File: src/rtl/pwrsup_pkg.sv
package pwrsup_pkg;

    typedef enum logic {
        UV_LOCKED   = 1'b0,
        UV_RELEASED = 1'b1
    } uv_state_e;

    typedef struct packed {
        logic en;
        logic uv_ok;
        logic ot;
        logic oc_latched;
    } gate_req_t;

    function automatic logic permit(input gate_req_t r);
        return r.en & r.uv_ok & ~r.ot & ~r.oc_latched;
    endfunction

endpackage

File: src/rtl/pss_uvlo.sv
module pss_uvlo #(
    parameter int VW       = 13,
    parameter int UV_RISE  = 4000,
    parameter int UV_HYST  = 100,
    parameter int SUP_DGL  = 4
) (
    input  logic          clk,
    input  logic          rst,
    input  logic [VW-1:0] vcode,
    output logic          uv_ok
);
    import pwrsup_pkg::*;

    localparam int CW = $clog2(SUP_DGL + 1);
    localparam logic [VW-1:0] RISE_C = VW'(UV_RISE);
    localparam logic [VW-1:0] FALL_C = VW'(UV_RISE - UV_HYST);
    localparam logic [CW-1:0] LAST_C = CW'(SUP_DGL - 1);

    uv_state_e     state_q;
    logic [CW-1:0] run_cnt_q;
    logic          want_flip;

    always_comb begin
        if (state_q == UV_RELEASED) want_flip = (vcode < FALL_C);
        else                        want_flip = (vcode > RISE_C);
    end

    always_ff @(posedge clk) begin
        if (rst) begin
            state_q   <= UV_LOCKED;
            run_cnt_q <= '0;
        end else if (!want_flip) begin
            run_cnt_q <= '0;
        end else if (run_cnt_q == LAST_C) begin
            run_cnt_q <= '0;
            state_q   <= (state_q == UV_RELEASED) ? UV_LOCKED : UV_RELEASED;
        end else begin
            run_cnt_q <= run_cnt_q + 1'b1;
        end
    end

    assign uv_ok = (state_q == UV_RELEASED);
endmodule

File: src/rtl/pss_thermal.sv
module pss_thermal #(
    parameter int TW      = 8,
    parameter int OT_TRIP = 145,
    parameter int OT_HYST = 45
) (
    input  logic          clk,
    input  logic          rst,
    input  logic [TW-1:0] tcode,
    output logic          ot
);
    localparam logic [TW-1:0] TRIP_C = TW'(OT_TRIP);
    localparam logic [TW-1:0] REL_C  = TW'(OT_TRIP - OT_HYST);

    logic ot_q;

    always_ff @(posedge clk) begin
        if (rst)       ot_q <= 1'b0;
        else if (ot_q) ot_q <= (tcode > REL_C);
        else           ot_q <= (tcode >= TRIP_C);
    end

    assign ot = ot_q;
endmodule

File: src/rtl/pss_ocguard.sv
module pss_ocguard #(
    parameter int OC_DGL = 30000
) (
    input  logic clk,
    input  logic rst,
    input  logic trip,
    input  logic ls_on,
    input  logic clear,
    output logic latched,
    output logic fault_n
);
    localparam int CW = $clog2(OC_DGL + 1);
    localparam logic [CW-1:0] LAST_C = CW'(OC_DGL - 1);

    logic          qual;
    logic          latch_q;
    logic          flag_q;
    logic [CW-1:0] cnt_q;

    assign qual = trip & ls_on;

    always_ff @(posedge clk) begin
        if (rst || clear) begin
            latch_q <= 1'b0;
            flag_q  <= 1'b0;
            cnt_q   <= '0;
        end else begin
            if (qual) latch_q <= 1'b1;
            if (!qual) begin
                cnt_q <= '0;
            end else if (cnt_q == LAST_C) begin
                flag_q <= 1'b1;
            end else begin
                cnt_q <= cnt_q + 1'b1;
            end
        end
    end

    assign latched = latch_q;
    assign fault_n = ~flag_q;
endmodule

File: src/rtl/pstage_supervisor.sv
module pstage_supervisor #(
    parameter int VW       = 13,
    parameter int TW       = 8,
    parameter int UV_RISE  = 4000,
    parameter int UV_HYST  = 100,
    parameter int SUP_DGL  = 64,
    parameter int OT_TRIP  = 145,
    parameter int OT_HYST  = 45,
    parameter int OC_DGL   = 30000
) (
    input  logic          clk,
    input  logic          rst,
    input  logic          en_i,
    input  logic [VW-1:0] vcode_i,
    input  logic [TW-1:0] tcode_i,
    input  logic          oc_trip_i,
    input  logic          ls_on_i,
    output logic          run_o,
    output logic          oc_latched_o,
    output logic          fault_n_o,
    output logic          ot_o
);
    import pwrsup_pkg::*;

    logic      uv_ok;
    logic      ot;
    logic      oc_latched;
    logic      oc_clear;
    gate_req_t req;
    logic      run_q;

    pss_uvlo #(.VW(VW), .UV_RISE(UV_RISE), .UV_HYST(UV_HYST), .SUP_DGL(SUP_DGL)) u_uvlo (
        .clk(clk), .rst(rst), .vcode(vcode_i), .uv_ok(uv_ok)
    );

    pss_thermal #(.TW(TW), .OT_TRIP(OT_TRIP), .OT_HYST(OT_HYST)) u_therm (
        .clk(clk), .rst(rst), .tcode(tcode_i), .ot(ot)
    );

    assign oc_clear = ~en_i | ~uv_ok;

    pss_ocguard #(.OC_DGL(OC_DGL)) u_oc (
        .clk(clk), .rst(rst), .trip(oc_trip_i), .ls_on(ls_on_i),
        .clear(oc_clear), .latched(oc_latched), .fault_n(fault_n_o)
    );

    always_comb begin
        req.en         = en_i;
        req.uv_ok      = uv_ok;
        req.ot         = ot;
        req.oc_latched = oc_latched;
    end

    always_ff @(posedge clk) begin
        if (rst) run_q <= 1'b0;
        else     run_q <= permit(req);
    end

    assign run_o        = run_q;
    assign oc_latched_o = oc_latched;
    assign ot_o         = ot;
endmodule

File: config.mk
export PLATFORM = sky130hd
export DESIGN_NAME = pstage_supervisor
export DESIGN_NICKNAME = d
export VERILOG_FILES = /design/src/rtl/pwrsup_pkg.sv /design/src/rtl/pss_uvlo.sv /design/src/rtl/pss_thermal.sv /design/src/rtl/pss_ocguard.sv /design/src/rtl/pstage_supervisor.sv
export SDC_FILE = /design/constraint.sdc
export NUM_CORES = 1
export LEC_CHECK = 0
export ABC_AREA = 1
export BUFFER_PORTS_ARGS = -buffer_cell sky130_fd_sc_hd__buf_2
export CAP_MARGIN = 10
export CORE_UTILIZATION = 50
export DETAILED_ROUTE_END_ITERATION = 7
export PLACE_DENSITY = 0.75
export SLEW_MARGIN = 10
export SYNTH_ARGS = -nofsm -noshare
export SYNTH_HDL_FRONTEND = slang
export SYNTH_SLANG_ARGS = --single-unit
File: constraint.sdc
create_clock -name clk -period 2.7 [get_ports clk]
set_input_delay 0.405 -clock clk [delete_from_list [all_inputs] [get_ports clk]]
set_output_delay 0.405 -clock clk [all_outputs]
set_load 0.03 [all_outputs]
* Word-level counts from Yosys, hierarchy flattened
Index checks and enable logic that the tools add are counted.
** Storage, ports and cells
- Input bits :: 26
- Logic and storage cells :: 35
- Register bits :: 27
- Output and inout port bits :: 4
** Cells by class
- Mux-type cells :: 3
- Eq/ne operators :: 2
- Reductions and logical operators :: 5
- Bitwise logic cells :: 12
- Add/subtract/negate cells :: 2
- Magnitude comparators :: 4
** Operators with widths (number)
- adder 15 x 1 -> 15 bit (second input constant) :: 1
- equality test 15 bit (second input constant) :: 1
- > comparator 13 x 12 -> 1 bit (second input constant) :: 1
- < comparator 13 x 12 -> 1 bit (second input constant) :: 1
- greater-or-equal comparator 8 bit (second input constant) :: 1
- > comparator 8 x 7 -> 1 bit (second input constant) :: 1
- adder 7 x 1 -> 7 bit (second input constant) :: 1
- equality test 7 x 6 -> 1 bit (second input constant) :: 1
- NOT 1 bit :: 7
- bitwise AND 1 bit :: 4
- AND reduction 2 bit :: 2
- 2-to-1 mux 1 bit :: 3
- OR reduction 3 bit :: 1
- OR reduction 2 bit :: 1
- logical OR 1 bit :: 1
- bitwise OR 1 bit :: 1

* Longest topological paths before layout
Gate-level depths: netlist (run 1).
- Depth in word-level cells :: 4
- Mapped depth :: 9
- Mapped depth without buffers :: 9

* Cells and area by module
From an unflattened synthesis (run 1), not the netlist that was laid out.
** Unflattened totals
- Cells, all modules :: 239
- Area total of the unflattened synthesis :: 1549.0 µm²
** By module, submodules not included
- pss_ocguard :: cells an instance 137, area each 917.1 µm², sequential area each 340.3 µm², times used 1
- pss_uvlo :: cells an instance 77, area each 491.7 µm², sequential area each 160.2 µm², times used 1
- pss_thermal :: cells an instance 17, area each 92.6 µm², sequential area each 20.0 µm², times used 1
- pstage_supervisor :: cells an instance 8, area each 47.5 µm², sequential area each 20.0 µm², times used 1

* Least setup slack after synthesis (run 1)
OpenSTA, ideal clock, no wires.
- Kind :: flip-flop to flip-flop
- From :: register u_oc.cnt_q[0]
- To :: register u_oc.cnt_q[0]
- Stages on the path, launching flop included :: 9
- Clock period less this slack :: 1.224 ns
- Required time :: 2.581 ns
- Setup slack :: 1.476 ns
- Library setup time :: 0.119 ns
- Arrival time :: 1.104 ns
- Path buffers :: 0
- Cells stage by stage :: dfxtp_1 ha_1 nand2_1 inv_1 nand2_1 nor2_2 nand2_1 nand2_1 a21oi_1
** On the way
- Cells in the longest elaborated chain, start to end :: 1
- Elaborated cells on any way between the ends :: 2
- Classes of those cells :: add/sub: 1; eq/ne: 1
** RTL lines
- start: declaration :: RTL line pss_ocguard.sv:18 : logic [CW-1:0] cnt_q;
- start signal: assignment :: RTL line pss_ocguard.sv:34 : cnt_q <= cnt_q + 1'b1;
- adder 15 x 1 -> 15 bit / equality test 15 bit (equally long branches) :: RTL line pss_ocguard.sv:34, pss_ocguard.sv:31
Several ways; a longest one is shown, not always the timed one.
A chain may end at the register's enable or synchronous reset.

* Worst setup path in the final report (run 1)
- From :: register u_uvlo.state_q, in the netlist u_uvlo.uv_ok
- To :: register u_oc.cnt_q[8]
** On the way
- Cells in the longest elaborated chain, start to end :: 4
** RTL lines
- start: declaration :: RTL line pss_uvlo.sv:19 : uv_state_e state_q;
- start signal: assignment :: RTL line pss_uvlo.sv:36 : state_q <= (state_q == UV_RELEASED) ? UV_LOCKED : UV_RELEASED;
- NOT 1 bit :: RTL line pstage_supervisor.sv:40 : assign oc_clear = ~en_i | ~uv_ok;
- bitwise OR 1 bit :: RTL line pstage_supervisor.sv:40
- logical OR 1 bit :: RTL line pss_ocguard.sv:23 : if (rst || clear) begin
- OR reduction 2 bit (no source line)
Every way passes these cells.

==> flow_summary_export.csv, run 1 <==
group,metric,value,unit
layout,drive_above_1_share,19.28,%
sta,hold_viol,0,
synth,avgSynthCellArea,7.016,sq um
drt,routedWlPerCell,9.312,um
floorplanning,die_h,53.77,um
global_route,grt_usage,19.92,%
worst_setup_path,criticalPathCategory,"register to register",
sta,relSlewSlack,74.01,%
drt,drc_errors,0,
layout,nets,252,
clocking,cts_tree,"built",
drt,dr.pass1.iters,4,
clocking,htreeDepth,1,
synth,yosysWarnings,0,
layout,final_cells,253,
worst_setup_path,startpoint_type,"register",
worst_setup_path,r2r_slack,1240,ps
global_route,grt_start_max_net_pins,15,
placement,place_congestion,0.7837,
placement,place_inst,249,
clocking,cts.hold.buffers_added,0,
worst_setup_path,worstRegToRegCells,6,
placement,portBuffers,29,
flow_run,drv_cap,0,
floorplanning,row_count,18,
layout,post-route-util,61.76,%
drt,vias_per_cell,4.877,
sta,min_period,1460,ps
pwr,p_leak,0.6370,nW
sta,rsz0062_at_grt,"false",
drt,wirelength,2.356,mm
worst_setup_path,endpoint_kind,"register",
clocking,clk_latency,320,ps
layout,mostFrequentLayoutCells,"nand2_1 (39), nor2_1 (31), buf_2 (29), dfxtp_1 (27), inv_1 (22)",
drt,antenna_left,0,
sta,max_freq,685.0,MHz
pwr,ir_worst_vdd,0.0003823,V
clocking,post_cts_buffers,0,
floorplanning,initial_utilization,53.60,%
drt,drt_iter0_drc,23,
floorplanning,core-area,2500,sq um
clocking,cts_buffer_depth,2,
worst_setup_path,cp.required,2960,ps
clocking,clock-sinks,27,
floorplanning,die_area,2891,sq um
global_route,grt_pass1_wl,4.271,mm
drt,routed-via-count,1234,
global_route,grt_overflow_total,0,
global_route,grt_pass1_vias,1109,
worst_setup_path,critPathLaunch,"u_uvlo.uv_ok",
synth,synth_cell_types,25,
sta,tightestPinTransition,388.8,ps
sta,setup_viol_count_final,0,
global_route,antenna_found_initial,0,
worst_setup_path,r2r-start,"u_uvlo.uv_ok",
synth,syn_nets,219,
worst_setup_path,timing.rr.end,"u_oc.cnt_q[8]",
layout,antennaDiodeCount,0,
clocking,cts_root_buf,"clkbuf_4",
clocking,cts_buffers,3,
sta,skew,3.672,ps
floorplanning,io_pins,30,
sta,setup_tns,0,ps
layout,syn2layout_area_growth,15.22,%
worst_setup_path,critPathMaxFanout,11,
layout,layout_commonest_cell,"nand2_1",
pwr,power_density,397.6,nW/um^2
outcome,status,"complete, no violations",
sta,finalCritPeriodShare,54.07,%
synth,netlist_area,1340,sq um
sta,maxSlewViolCount,0,
layout,fillers,211,
synth,synth_cells,191,
synth,ys_seq_area_share,40.34,%
synth,ys_seq_elements,27,
worst_setup_path,crit_end,"u_oc.cnt_q[8]",
placement,hpwl,1.932,mm
clocking,clk_pin_slew_worst_paths,130,ps
floorplanning,die_x,53.77,um
hold_path,worstHoldPathType,"input port to register",
clocking,cts_resized,0,
worst_setup_path,worst_ep_arrival_time,1720,ps
## cell families after synthesis
family	Yosys count	share of synthesized area, %
AND/OR/NAND/NOR	107	37.26
buffers and inverters	27	7.656
flip-flops	27	40.34
AO/OA/AOI/OAI	20	7.656
XOR/XNOR	8	5.229
adder cells (fa/ha/maj)	2	1.867
## worst min-delay path by stage
stage                                    from                   to  slack [ps]  cells after the start
after global routing                      rst         u_uvlo.uv_ok         250                      2
after detailed placement  u_uvlo.run_cnt_q[0]  u_uvlo.run_cnt_q[0]         430                      1
after floorplan           u_uvlo.run_cnt_q[0]  u_uvlo.run_cnt_q[0]         410                      1
final                                     rst         u_uvlo.uv_ok         260                      2
after global placement    u_uvlo.run_cnt_q[0]  u_uvlo.run_cnt_q[0]         430                      1
after CTS                                 rst         u_uvlo.uv_ok         250                      2
## power breakdown
group | internal, mW | leakage, nW | switching, mW
Sequential | 0.401 | 0.218 | 0.00164
Combinational | 0.0212 | 0.404 | 0.0224
Clock | 0.0578 | 0.0150 | 0.110
Total | 0.480 | 0.637 | 0.134
## cells in the mapped netlist
master	number	area [sq um]
nand3_1	16	80.08
xnor2_1	3	26.28
nand2_1	39	146.4
nor3_1	4	20.02
nor2_2	2	12.51
nand3_2	1	10.01
clkinv_1	1	3.750
buf_2	1	5.000
dfxtp_1	27	540.5
ha_1	2	25.02
nand4_1	6	37.54
nand3b_1	1	7.510
xor2_1	5	43.79
a31oi_1	2	12.51
o21ai_0	5	25.02
nor3_4	1	16.27
or2_2	1	6.260
a21oi_1	13	65.06
inv_1	22	82.58
nor3b_1	1	7.510
nor2_1	31	116.4
nor3_2	2	20.02
nand4_2	1	12.51
and3_1	1	6.260
inv_2	3	11.26
## routing by layer
layer | GRT usage, % | routed length, um | share of wire, % | vias to the layer above
met3 | 5.367 | 113 | 4.8 | 2
met1 | 25.52 | 1155 | 49 | 523
met2 | 33.95 | 1077 | 46 | 27
met4 | 2.632 | 10 | 0.42 | 0
li1 | - | - | - | 682
met5 | 0 | 0 | 0 | -
## worst max-delay path, stage by stage, from the launching register on
cell and delay [ps]:
dfxtp_1 390, nand3_1 140, inv_1 100, nand3_1 280
inv_1 250, o21ai_0 110, a21oi_1 120
## metrics by stage
step	hold WS (ps)	setup WS [ps]	cell area [sq um]	power [mW]
global placement	426.2	1062	1518	0.4539
floorplan	413.2	1476	1340	0.4299
finish	262.1	1240	1544	0.6139
CTS	250.1	1218	1544	0.6239
detailed placement	434.8	996.5	1518	0.4550
global route	251.6	992.8	1544	0.6436
## area by class of cell
class | instances | area, sq um | area share (%)
well taps | 30 | 37.54 | 2.431
repair buffers | 29 | 145.1 | 9.400
inverters | 26 | 97.59 | 6.321
multi-input cells | 137 | 696.9 | 45.14
flip-flops and latches | 27 | 540.5 | 35.01
clock buffers | 4 | 26.28 | 1.702
## registers in the layout, indices dropped and copies added, names as in the netlist
signal / count
u_oc.latched: 1
run_o: 1
u_oc.flag_q: 1
u_uvlo.run_cnt_q: 7
u_therm.ot: 1
u_oc.cnt_q: 15
u_uvlo.uv_ok: 1
Note: power is estimated with default switching activity, not from simulation.
==> inputs of run 2 (changes only) <==
clock period = 1.4 ns   (was 2.7 ns; I/O delays follow)
==> run 2 against run 1 <==
Effect of this change: clock skew is 11 ps higher; utilization grew 1.1 points; maximum frequency grew 11%; sequential cell count is the same; critical path type unchanged; critical endpoint is now u_oc.flag_q; highest routed layer unchanged.
==> flow_summary_export.csv, run 2 (synthesized netlist as in run 1, its figures left out) <==
group,metric,value,unit
outcome,status,"complete, no violations",
floorplanning,core-area,2500,sq um
drt,dr.pass1.iters,4,
clocking,cts.hold.buffers_added,0,
clocking,clk_latency,330,ps
clocking,cts_tree,"built",
sta,tightestPinTransition,335.6,ps
pwr,power_density,760.4,nW/um^2
clocking,clk_pin_slew_worst_paths,150,ps
sta,max_freq,761.9,MHz
pwr,ir_worst_vdd,0.0006359,V
sta,skew,14.33,ps
drt,wirelength,2.551,mm
sta,rsz0062_at_grt,"true",
worst_setup_path,critPathMaxFanout,4,
sta,setup_viol_count_final,0,
worst_setup_path,endpoint_kind,"register",
floorplanning,row_count,18,
worst_setup_path,crit_path_cell_trace,"ha_1, nand2_1, inv_1, nand2_1, nor2_4, nand4_1, a21oi_1",
sta,hold_viol,0,
pwr,p_leak,0.6516,nW
layout,drive_above_1_share,21.78,%
hold_path,worstHoldPathType,"input port to register",
flow_run,drv_cap,0,
worst_setup_path,cp.required,1660,ps
layout,largest_register_ffs,15,
worst_setup_path,cp_slowest_stage_delay,380,ps
global_route,grt_start_max_net_pins,16,
global_route,grt_overflow_total,0,
drt,routed-via-count,1264,
floorplanning,die_area,2891,sq um
clocking,clock-sinks,27,
placement,postPlaceCellArea,1533,sq um
worst_setup_path,startpoint_type,"register",
clocking,post_cts_buffers,0,
layout,reg_top3,"u_oc.cnt_q: 15 flops, u_uvlo.run_cnt_q: 7 flops",
floorplanning,die_x,53.77,um
worst_setup_path,criticalPathCategory,"register to register",
clocking,cts_root_buf,"clkbuf_4",
layout,regMostFlops,"u_oc.cnt_q",
sta,maxSlewViolCount,0,
worst_setup_path,r2r_slack,90,ps
worst_setup_path,critPathSlowestCell,"dfxtp_2",
sta,min_period,1313,ps
drt,vias_per_cell,4.957,
hold_path,hold_depth,2,
sta,finalCritPeriodShare,93.75,%
clocking,htreeDepth,1,
layout,layout_commonest_cell,"nand2_1",
floorplanning,io_pins,30,
layout,antennaDiodeCount,0,
floorplanning,die_h,53.77,um
global_route,grt_usage,20.57,%
global_route,grt_pass1_wl,4.340,mm
clocking,cts_buffers,3,
placement,portBuffers,29,
worst_setup_path,cpMostUsedCell,"nand2_1",
worst_setup_path,worst_ep_arrival_time,1570,ps
sta,setup_tns,0,ps
layout,syn2layout_area_growth,17.18,%
placement,place_congestion,0.7814,
drt,drt_iter0_drc,19,
clocking,cts_buffer_depth,2,
worst_setup_path,worstRegToRegCells,7,
drt,antenna_left,0,
drt,drc_errors,0,
sta,relSlewSlack,77.50,%
layout,final_cell_area,1570,sq um
global_route,antenna_found_initial,0,
global_route,grt_pass1_vias,1137,
layout,nets,254,
drt,routedWlPerCell,10.00,um
floorplanning,initial_utilization,53.60,%
layout,mostFrequentLayoutCells,"nand2_1 (38), nor2_1 (31), buf_2 (29), dfxtp_1 (25), inv_1 (22)",
placement,hpwl,2.065,mm
## run 2: stage by stage
step	power [mW]	setup slack [ps]	hold WS, ps	std cells	utilization, %
after global routing	1.249	-29.93	51.30	255	62.81
after floorplan	0.8290	176.2	279.1	191	-
after global placement	0.8741	113.0	412.6	251	61.31
after detailed placement	0.8784	34.10	418.3	251	61.31
after CTS	1.214	11.09	57.06	255	62.41
final	1.194	87.44	70.94	255	62.81
## run 2: layer usage
layer  GRT usage (%)  part of all wire (%)  up-vias
met5               0                     0        -
met2           35.19                    48       28
li1                -                     -      684
met1           24.96                    48      550
met4           9.211                  0.59        0
met3           3.390                   3.5        2
## run 2: what timing repair did
action	in CTS	in global routing
gates resized for setup	0	5
hold endpoints to repair	0	0
endpoints found under the setup margin	0	9
## run 2: path summary, 6_finish.rpt
path	from	end
max	u_oc.cnt_q[0]	u_oc.flag_q
min	rst	u_uvlo.uv_ok
max reg2reg	u_oc.cnt_q[0]	u_oc.flag_q
min reg2reg	u_uvlo.run_cnt_q[0]	u_uvlo.run_cnt_q[0]
## run 2: cell type report
class                      count  area (sq um)
clock inverter                 1         5.005
multi-input combinational    137         704.4
inverter                      26         97.59
sequential                    27         543.0
clock buffer                   3         22.52
fill                         247         929.6
tap                           30         37.54
timing repair buffer          31         160.2
## run 2: power breakdown
group | switching, mW | total [mW] | internal [mW] | leakage [nW]
clock network | 0.226 | 0.333 | 0.107 | 0.0177
registers | 0.00312 | 0.776 | 0.773 | 0.219
logic | 0.0438 | 0.0849 | 0.0411 | 0.415
total | 0.273 | 1.19 | 0.921 | 0.652
## run 2: worst max-delay path: cells and delay by family (launching register included)
family,cells,cell delay [ps]
adders and majority gates,1,200
DFF,1,380
AOI/OAI and AO/OA,1,150
and+or+nand+nor,4,440
buffers and inverters,1,70
